**src/rtl/eom_pkg.sv**
```systemverilog
package eom_pkg;

    typedef enum logic [1:0] {
        S_IDLE   = 2'd0,
        S_LISTEN = 2'd1,
        S_ENDED  = 2'd2
    } eom_state_t;

endpackage

```
**src/rtl/eom_rise_detect.sv**
```systemverilog
module eom_rise_detect (
    input  logic clk,
    input  logic rst_n,
    input  logic sig_i,
    output logic rise_o
);
    logic sig_q;

    always_ff @(posedge clk or negedge rst_n) begin
        if (!rst_n) sig_q <= 1'b0;
        else        sig_q <= sig_i;
    end

    assign rise_o = sig_i & ~sig_q;
endmodule

```
**src/rtl/eom_fault_tally.sv**
```systemverilog
module eom_fault_tally #(
    parameter int LIMIT = 5
) (
    input  logic clk,
    input  logic rst_n,
    input  logic clear_i,
    input  logic enable_i,
    input  logic strobe_i,
    input  logic stop_ok_i,
    output logic over_o
);
    localparam int CW = $clog2(LIMIT + 2);
    localparam logic [CW-1:0] SAT = CW'(LIMIT + 1);
    localparam logic [CW-1:0] TOP = CW'(LIMIT);

    logic [CW-1:0] cnt_q;

    always_ff @(posedge clk or negedge rst_n) begin
        if (!rst_n)
            cnt_q <= '0;
        else if (clear_i)
            cnt_q <= '0;
        else if (enable_i && strobe_i && !stop_ok_i && cnt_q != SAT)
            cnt_q <= cnt_q + CW'(1);
    end

    assign over_o = (cnt_q > TOP);


    tally_step_chk: assert property (@(posedge clk) disable iff (!rst_n)
        !clear_i |=> (CW'(cnt_q - $past(cnt_q)) <= CW'(1)));


    tally_good_stop_chk: assert property (@(posedge clk) disable iff (!rst_n)
        (!clear_i && stop_ok_i) |=> $stable(cnt_q));
endmodule

```
**src/rtl/eom_quiet_timer.sv**
```systemverilog
module eom_quiet_timer #(
    parameter int SPAN = 150
) (
    input  logic clk,
    input  logic rst_n,
    input  logic clear_i,
    input  logic enable_i,
    input  logic tick_i,
    input  logic level_i,
    output logic over_o
);
    localparam int TW = $clog2(SPAN + 2);
    localparam logic [TW-1:0] SAT = TW'(SPAN + 1);
    localparam logic [TW-1:0] TOP = TW'(SPAN);

    logic [TW-1:0] cnt_q;
    logic          level_q;
    logic          toggle;

    assign toggle = level_i ^ level_q;

    always_ff @(posedge clk or negedge rst_n) begin
        if (!rst_n) level_q <= 1'b0;
        else        level_q <= level_i;
    end

    always_ff @(posedge clk or negedge rst_n) begin
        if (!rst_n)
            cnt_q <= '0;
        else if (clear_i || toggle)
            cnt_q <= '0;
        else if (enable_i && tick_i && cnt_q != SAT)
            cnt_q <= cnt_q + TW'(1);
    end

    assign over_o = (cnt_q > TOP);


    quiet_step_chk: assert property (@(posedge clk) disable iff (!rst_n)
        !clear_i |=> (cnt_q == '0 || TW'(cnt_q - $past(cnt_q)) <= TW'(1)));
endmodule

```
**src/rtl/fsk_eom_detect.sv**
```systemverilog
module fsk_eom_detect
    import eom_pkg::*;
#(
    parameter int FE_LIMIT = 5,
    parameter int RUN_MS   = 150
) (
    input  logic clk,
    input  logic rst_n,
    input  logic carrier_i,
    input  logic rx_bit_i,
    input  logic char_done_i,
    input  logic stop_bit_i,
    input  logic ms_tick_i,
    output logic fsk_end_o
);
    eom_state_t state_q, state_d;
    logic       start;
    logic       listening;
    logic       fe_over;
    logic       run_over;

    eom_rise_detect u_start (
        .clk    (clk),
        .rst_n  (rst_n),
        .sig_i  (carrier_i),
        .rise_o (start)
    );

    assign listening = (state_q == S_LISTEN);

    eom_fault_tally #(.LIMIT(FE_LIMIT)) u_tally (
        .clk       (clk),
        .rst_n     (rst_n),
        .clear_i   (start),
        .enable_i  (listening),
        .strobe_i  (char_done_i),
        .stop_ok_i (stop_bit_i),
        .over_o    (fe_over)
    );

    eom_quiet_timer #(.SPAN(RUN_MS)) u_quiet (
        .clk      (clk),
        .rst_n    (rst_n),
        .clear_i  (start),
        .enable_i (listening),
        .tick_i   (ms_tick_i),
        .level_i  (rx_bit_i),
        .over_o   (run_over)
    );

    always_comb begin
        state_d = state_q;
        unique case (state_q)
            S_IDLE:   if (start) state_d = S_LISTEN;             // T_ARM
            S_LISTEN: begin
                if (!carrier_i)    state_d = S_ENDED;            // T_LOSS
                else if (fe_over)  state_d = S_ENDED;            // T_FRAMING
                else if (run_over) state_d = S_ENDED;            // T_STEADY
            end
            S_ENDED:  if (start) state_d = S_LISTEN;             // T_REARM
            default:  state_d = S_IDLE;
        endcase
    end

    always_ff @(posedge clk or negedge rst_n) begin
        if (!rst_n) state_q <= S_IDLE;
        else        state_q <= state_d;
    end

    always_comb begin
        fsk_end_o = (state_q == S_ENDED);
    end


    loss_ends_chk: assert property (@(posedge clk) disable iff (!rst_n)
        (listening && !carrier_i) |=> fsk_end_o);


    framing_ends_chk: assert property (@(posedge clk) disable iff (!rst_n)
        (listening && fe_over) |=> fsk_end_o);


    steady_ends_chk: assert property (@(posedge clk) disable iff (!rst_n)
        (listening && run_over) |=> fsk_end_o);


    flag_holds_chk: assert property (@(posedge clk) disable iff (!rst_n)
        (fsk_end_o && !start) |=> fsk_end_o);


    rearm_clears_chk: assert property (@(posedge clk) disable iff (!rst_n)
        start |=> !fsk_end_o);
endmodule

```
**config.mk**
```make
export PLATFORM = sky130hd
export DESIGN_NAME = fsk_eom_detect
export DESIGN_NICKNAME = d
export VERILOG_FILES = /design/src/rtl/eom_pkg.sv /design/src/rtl/eom_rise_detect.sv /design/src/rtl/eom_fault_tally.sv /design/src/rtl/eom_quiet_timer.sv /design/src/rtl/fsk_eom_detect.sv
export SDC_FILE = /design/constraint.sdc
export NUM_CORES = 1
export LEC_CHECK = 0
export BUFFER_PORTS_ARGS = -buffer_cell sky130_fd_sc_hd__buf_2
export CAP_MARGIN = 20
export CELL_PAD_IN_SITES_DETAIL_PLACEMENT = 0
export CELL_PAD_IN_SITES_GLOBAL_PLACEMENT = 2
export CORE_MARGIN = 2
export CORE_UTILIZATION = 36
export DETAILED_ROUTE_END_ITERATION = 16
export PLACE_DENSITY = 0.76
export SYNTH_ARGS = -nofsm -noshare
export SYNTH_HDL_FRONTEND = slang
export SYNTH_HIERARCHICAL = 1
export SYNTH_SLANG_ARGS = --single-unit
```
**constraint.sdc**
```tcl
create_clock -name clk -period 1.66 [get_ports clk]
set_input_delay 0.332 -clock clk [delete_from_list [all_inputs] [get_ports clk]]
set_output_delay 0.332 -clock clk [all_outputs]
set_load 0.005 [all_outputs]
```
### Yosys cells after proc, flatten, opt, wreduce, memory -nomap -nowiden

Index checks and enable logic that the tools add are counted.

* bits in registers: 15

* $add $sub $neg: 2
* order comparisons: 2
* eq/ne operators: 6
* mux-type cells: 9
* bitwise gates (word level): 3
* reduce and logical (&&, ||, !) cells: 12

Operators with widths (number)
* $mux 8: 2
* $add 8x1->8 const B: 1
* $gt 8x8->1 const B: 1
* $mux 2: 4
* $ne 8x8->1 const B: 1
* $mux 3: 2
* $logic_and 1x1->1: 5
* $ne 4x4->1 const B: 1
* $pmux 2 s2: 1
* $reduce_bool 2->1: 2
* $add 3x1->3 const B: 1
* $gt 3x3->1 const B: 1
* $ne 3x3->1 const B: 1
* $eq 2x1->1 const B: 1
* $eq 2x2->1 const B: 1
* $logic_not 2->1: 1
* $ne 2x1->1 const B: 1
* $reduce_and 2->1: 1
* $reduce_or 2->1: 1
* $and 1x1->1: 1
* $logic_not 1->1: 1
* $logic_or 1x1->1: 1
* $not 1->1: 1
* $xor 1x1->1: 1

### Depth between registers and ports, before layout

* depth after elaboration: 6
* mapped depth: 7

### By module

The synthesis kept the hierarchy.

By module, submodules not included
* eom_quiet_timer: times used 1, cells an instance 61, area an instance 570.5 um2
* eom_fault_tally: times used 1, cells an instance 19, area an instance 193.9 um2
* fsk_eom_detect: times used 1, cells an instance 9, area an instance 98.8 um2
* eom_rise_detect: times used 1, cells an instance 2, area an instance 38.8 um2

### Least setup slack after synthesis

OpenSTA, ideal clock, no wires.

* path kind: reg-to-reg
* start point: register state_q[1]
* end point: register u_quiet.cnt_q[6]
* library setup time: 78 ps
* data arrival time: 1397 ps
* data required time: 1582 ps
* path slack: 186 ps
* stages on the path, launching flop included: 6
* cells stage by stage: dfrtp_1 -> nor2b_1 -> nand2_1 -> buf_2 -> or4_1 -> a21oi_1

* longest elaborated chain between the ends: 4

Ends and longest elaborated chain
* start, declared: RTL line fsk_eom_detect.sv:16 `eom_state_t state_q, state_d;`
* start signal, assigned: RTL line fsk_eom_detect.sv:67 `else state_q <= state_d;`
* $eq 2x1->1: RTL line fsk_eom_detect.sv:29 `assign listening = (state_q == S_LISTEN);`
* net listening: RTL line fsk_eom_detect.sv:18 `logic listening;`
* $logic_and 1x1->1 (2 in a row): RTL line eom_quiet_timer.sv:32 `else if (enable_i && tick_i && cnt_q != SAT)`
* $reduce_bool 2->1 (no line)
* end signal, assigned: RTL line eom_quiet_timer.sv:33 `cnt_q <= cnt_q + TW'(1);`
* end, declared: RTL line eom_quiet_timer.sv:16 `logic [TW-1:0] cnt_q;`

The timed path passes the listed nets, and every way through them passes these cells.
A chain may end at the register's enable or synchronous reset.

### Worst setup path in the final report

* start point: register u_quiet.cnt_q[0]
* end point: register state_q[1]

* longest elaborated chain between the ends: 3

Ends and longest elaborated chain
* $gt 8x8->1: RTL line eom_quiet_timer.sv:36 `assign over_o = (cnt_q > TOP);`
* net run_over: RTL line fsk_eom_detect.sv:20 `logic run_over;`
* $ne 4x4->1 (no line)
* $reduce_and 2->1 (no line)

The timed path passes the listed nets, and every way through them passes these cells.

==> results by group <==
Synth
  • Synth area leaders: dfrtp_1 (42%), nand3_1 (6.1%), ha_1 (5.5%), mux2i_1 (4.4%), o31ai_1 (4.2%)
  • Synth unique cells: 33
  • Post-synthesis mux area share: 0.06935
  • Post-Syn Area: 902.1 sq um
  • Syn Nets: 102
  • Cells after synthesis: 91
  • Synth Area in XOR/XNOR: 0.01803
  • Synth top area share: 0.4161
  • Post-synthesis simple-gate area fraction: 0.2441
  • Main combinational cell family by area after synthesis: simple AND/OR/NAND/NOR gates
  • Post-synthesis sequential area ratio: 0.4161
  • Syn Area/Cell: 9.913 sq um
  • Yosys top cell by area: dfrtp_1
  • Compound-Gate Fraction of Synth Area: 0.1373
  • Yosys warns: 6
  • Flops & latches, synth: 15
  • Post-Synth Adder-Cell Area: 0.05548

Worst setup path
  • RR Startpoint: u_quiet/cnt_q[0]
  • Worst path required time: 1.86 ns
  • Crit start category: register
  • Critical Path Sink Type: register
  • Worst-path maximum fanout: 4
  • Critical path origin: u_quiet/cnt_q[0]
  • Crit path DAT: 1.78 ns
  • WS Path Type: reg -> reg

Layout
  • Share of cells above drive strength 1: 0.2136
  • Area Growth Syn to Fin: 13.18%
  • Commonest non-fill, non-tap cells in the layout: dfrtp_1 (15), nand3_1 (11), inv_1 (9), buf_2 (7), o31ai_1 (5)
  • Ant. Diodes: 0
  • Final net count: 115
  • Most common cell after layout, fill and taps aside: dfrtp_1
  • Final core occ: 0.4198

STA
  • RSZ-0062 raised after global routing: false
  • # setup viols final: 0
  • Period Utilization, post-route: 0.9517
  • FMAX: 633.0 MHz
  • Final slew viol count: 0
  • Clock skew: 0.01034 ns
  • Post-layout min period: 1.580 ns
  • Slew HR: 0.7666
  • Hold violation count in the final report: 0
  • Final setup TNS: 0 ns
  • Least-Margin Pin Slew: 0.3502 ns

Global route
  • Remaining Overflow, GRT: 0
  • Vias in the first global route: 627
  • Initial antenna violation count: 0
  • Global-route usage over all layers: 0.1343
  • Largest net degree at the start of global routing: 16
  • First-pass GRT wire length: 2753 um

Floorplan
  • Initial core utilization: 0.3709
  • CORE AREA: 2432 sq um
  • Cell Rows: 18
  • Die area: 2922 sq um
  • Die height: 54.06 um
  • Ports: 8
  • Die span in x: 54.06 um

Detailed routing
  • Antenna Nets Post-Route: 0
  • WL final: 1698 um
  • Via density: 5.135
  • Via Count: 683
  • Detailed-route wire length per cell: 12.77 um
  • Initial drt markers: 16
  • Residual DRC count: 0
  • Router iterations before antenna repair: 4

Clock network
  • Sink Count: 15
  • Number of buffers created by CTS: 3
  • TritonCTS clock tree: yes
  • CTS root buf: clkbuf_4
  • Worst-Skew Late Latency: 0.29 ns
  • Clock input transition at the sequential cells of the worst setup and hold paths: 0.11 ns
  • Max Root-Sink Buffers: 2
  • Htree depth: 1

Hold path
  • HP Start: carrier_i
  • Hold crit path type: in -> reg

Flow run
  • Max_cap viols: 0

Power
  • P_leak: 0.0004414 uW
  • Peak VDD IR: 386.8 uV
  • Power Density: 735.2 nW/um^2

Outcome
  • Outcome: completed

Placement
  • Port-buffer cells: 7
  • Post-DP HPWL: 1253 um
  • Routability cong.: 0.7171
critical path: stages, from the launching register on:
cell	delay, ns
dfrtp_1	0.40
inv_1	0.07
ha_1	0.18
and3b_1	0.23
o21ai_0	0.08
a21oi_1	0.22
nor3b_2	0.08
o31ai_1	0.22
synth_stat cells, drive strengths merged:
cell type	n
a311oi	1
nor3b	2
nand3	11
or3b	1
nand4b	1
a22o	1
mux2	2
clkinv	1
o21ai	2
and2	1
inv	9
nor4b	1
and3b	1
o2111ai	1
o31ai	5
o211ai	1
nor2	4
a41o	1
buf	2
a211oi	1
xnor2	1
nor4	1
ha	4
or4	2
a21oi	4
nor2b	4
nand2	5
mux2i	4
dfrtp	15
or3	2
layout make-up:
type	instances	area, sq um
clock inverter	1	7.507
clock buffer	3	22.52
fill	241	1411
tap	30	37.54
sequential	15	375.4
inverter	10	37.54
timing repair buffer	10	60.06
multi-input combinational	64	480.5
logic make-up (layout without fill, tap and decap cells):
kind of cell    count (synthesis)  after routing
flops                          15             15
xor+xnor                        1              1
fa+ha+maj                       4              4
buf+inv                        12             24
mux                             6              6
compound gates                 17             17
simple gates                   36             36
worst paths after layout:
check / slack [ns] / end / cells after the start
setup / recovery: 0.08 / state_q[1] / 7
min in group asynchronous: 0.46 / u_quiet/cnt_q[1] / 2
setup reg to reg: 0.08 / state_q[1] / 7
max in group asynchronous: 0.94 / u_quiet/cnt_q[4] / 2
hold reg to reg: 0.51 / state_q[1] / 1
hold / removal: 0.17 / u_start/sig_q / 1
registers in the layout, summed over array words and instances, names as in the netlist:
| signal | count |
|---|---|
| u_quiet/cnt_q | 8 |
| u_start/sig_q | 1 |
| u_quiet/level_q | 1 |
| u_tally/cnt_q | 3 |
| state_q | 2 |
stage by stage:
step	power (uW)	area, sq um	std cells	hold WS (ns)	worst slack [ns]
2_1_floorplan	482.9	902.1	91	0.03641	0.1857
3_3_place_gp	527.3	973.4	128	0.2619	0.1165
3_5_place_dp	530.7	973.4	128	0.2666	0.1152
4_1_cts	761.6	1013	133	0.1568	0.07852
5_1_grt	796.2	1021	133	0.1528	0.008069
6_report	750.6	1021	133	0.1681	0.08026
where the power goes:
group	switching [uW]	leakage (uW)	internal (uW)
registers	15.3	0.000202	384
logic	68.0	0.000225	58.1
clock network	134	0.0000139	91.6
repair_timing:
item / 4_1_cts / 5_1_grt
hold buffers: 1 / 0
hold endpoints to repair: 15 / 0
setup endpoints to repair: 0 / 4
setup buffers: 0 / 0
gates resized for setup: 0 / 2
metal layers:
layer / vias up / track usage / share of wire
met5: - / 0 / 0
met4: 0 / 0.05000 / 0.011
met3: 4 / 0.05278 / 0.028
met2: 11 / 0.2175 / 0.49
met1: 314 / 0.1599 / 0.47
li1: 354 / - / -
(Power assumes the default switching activity.)
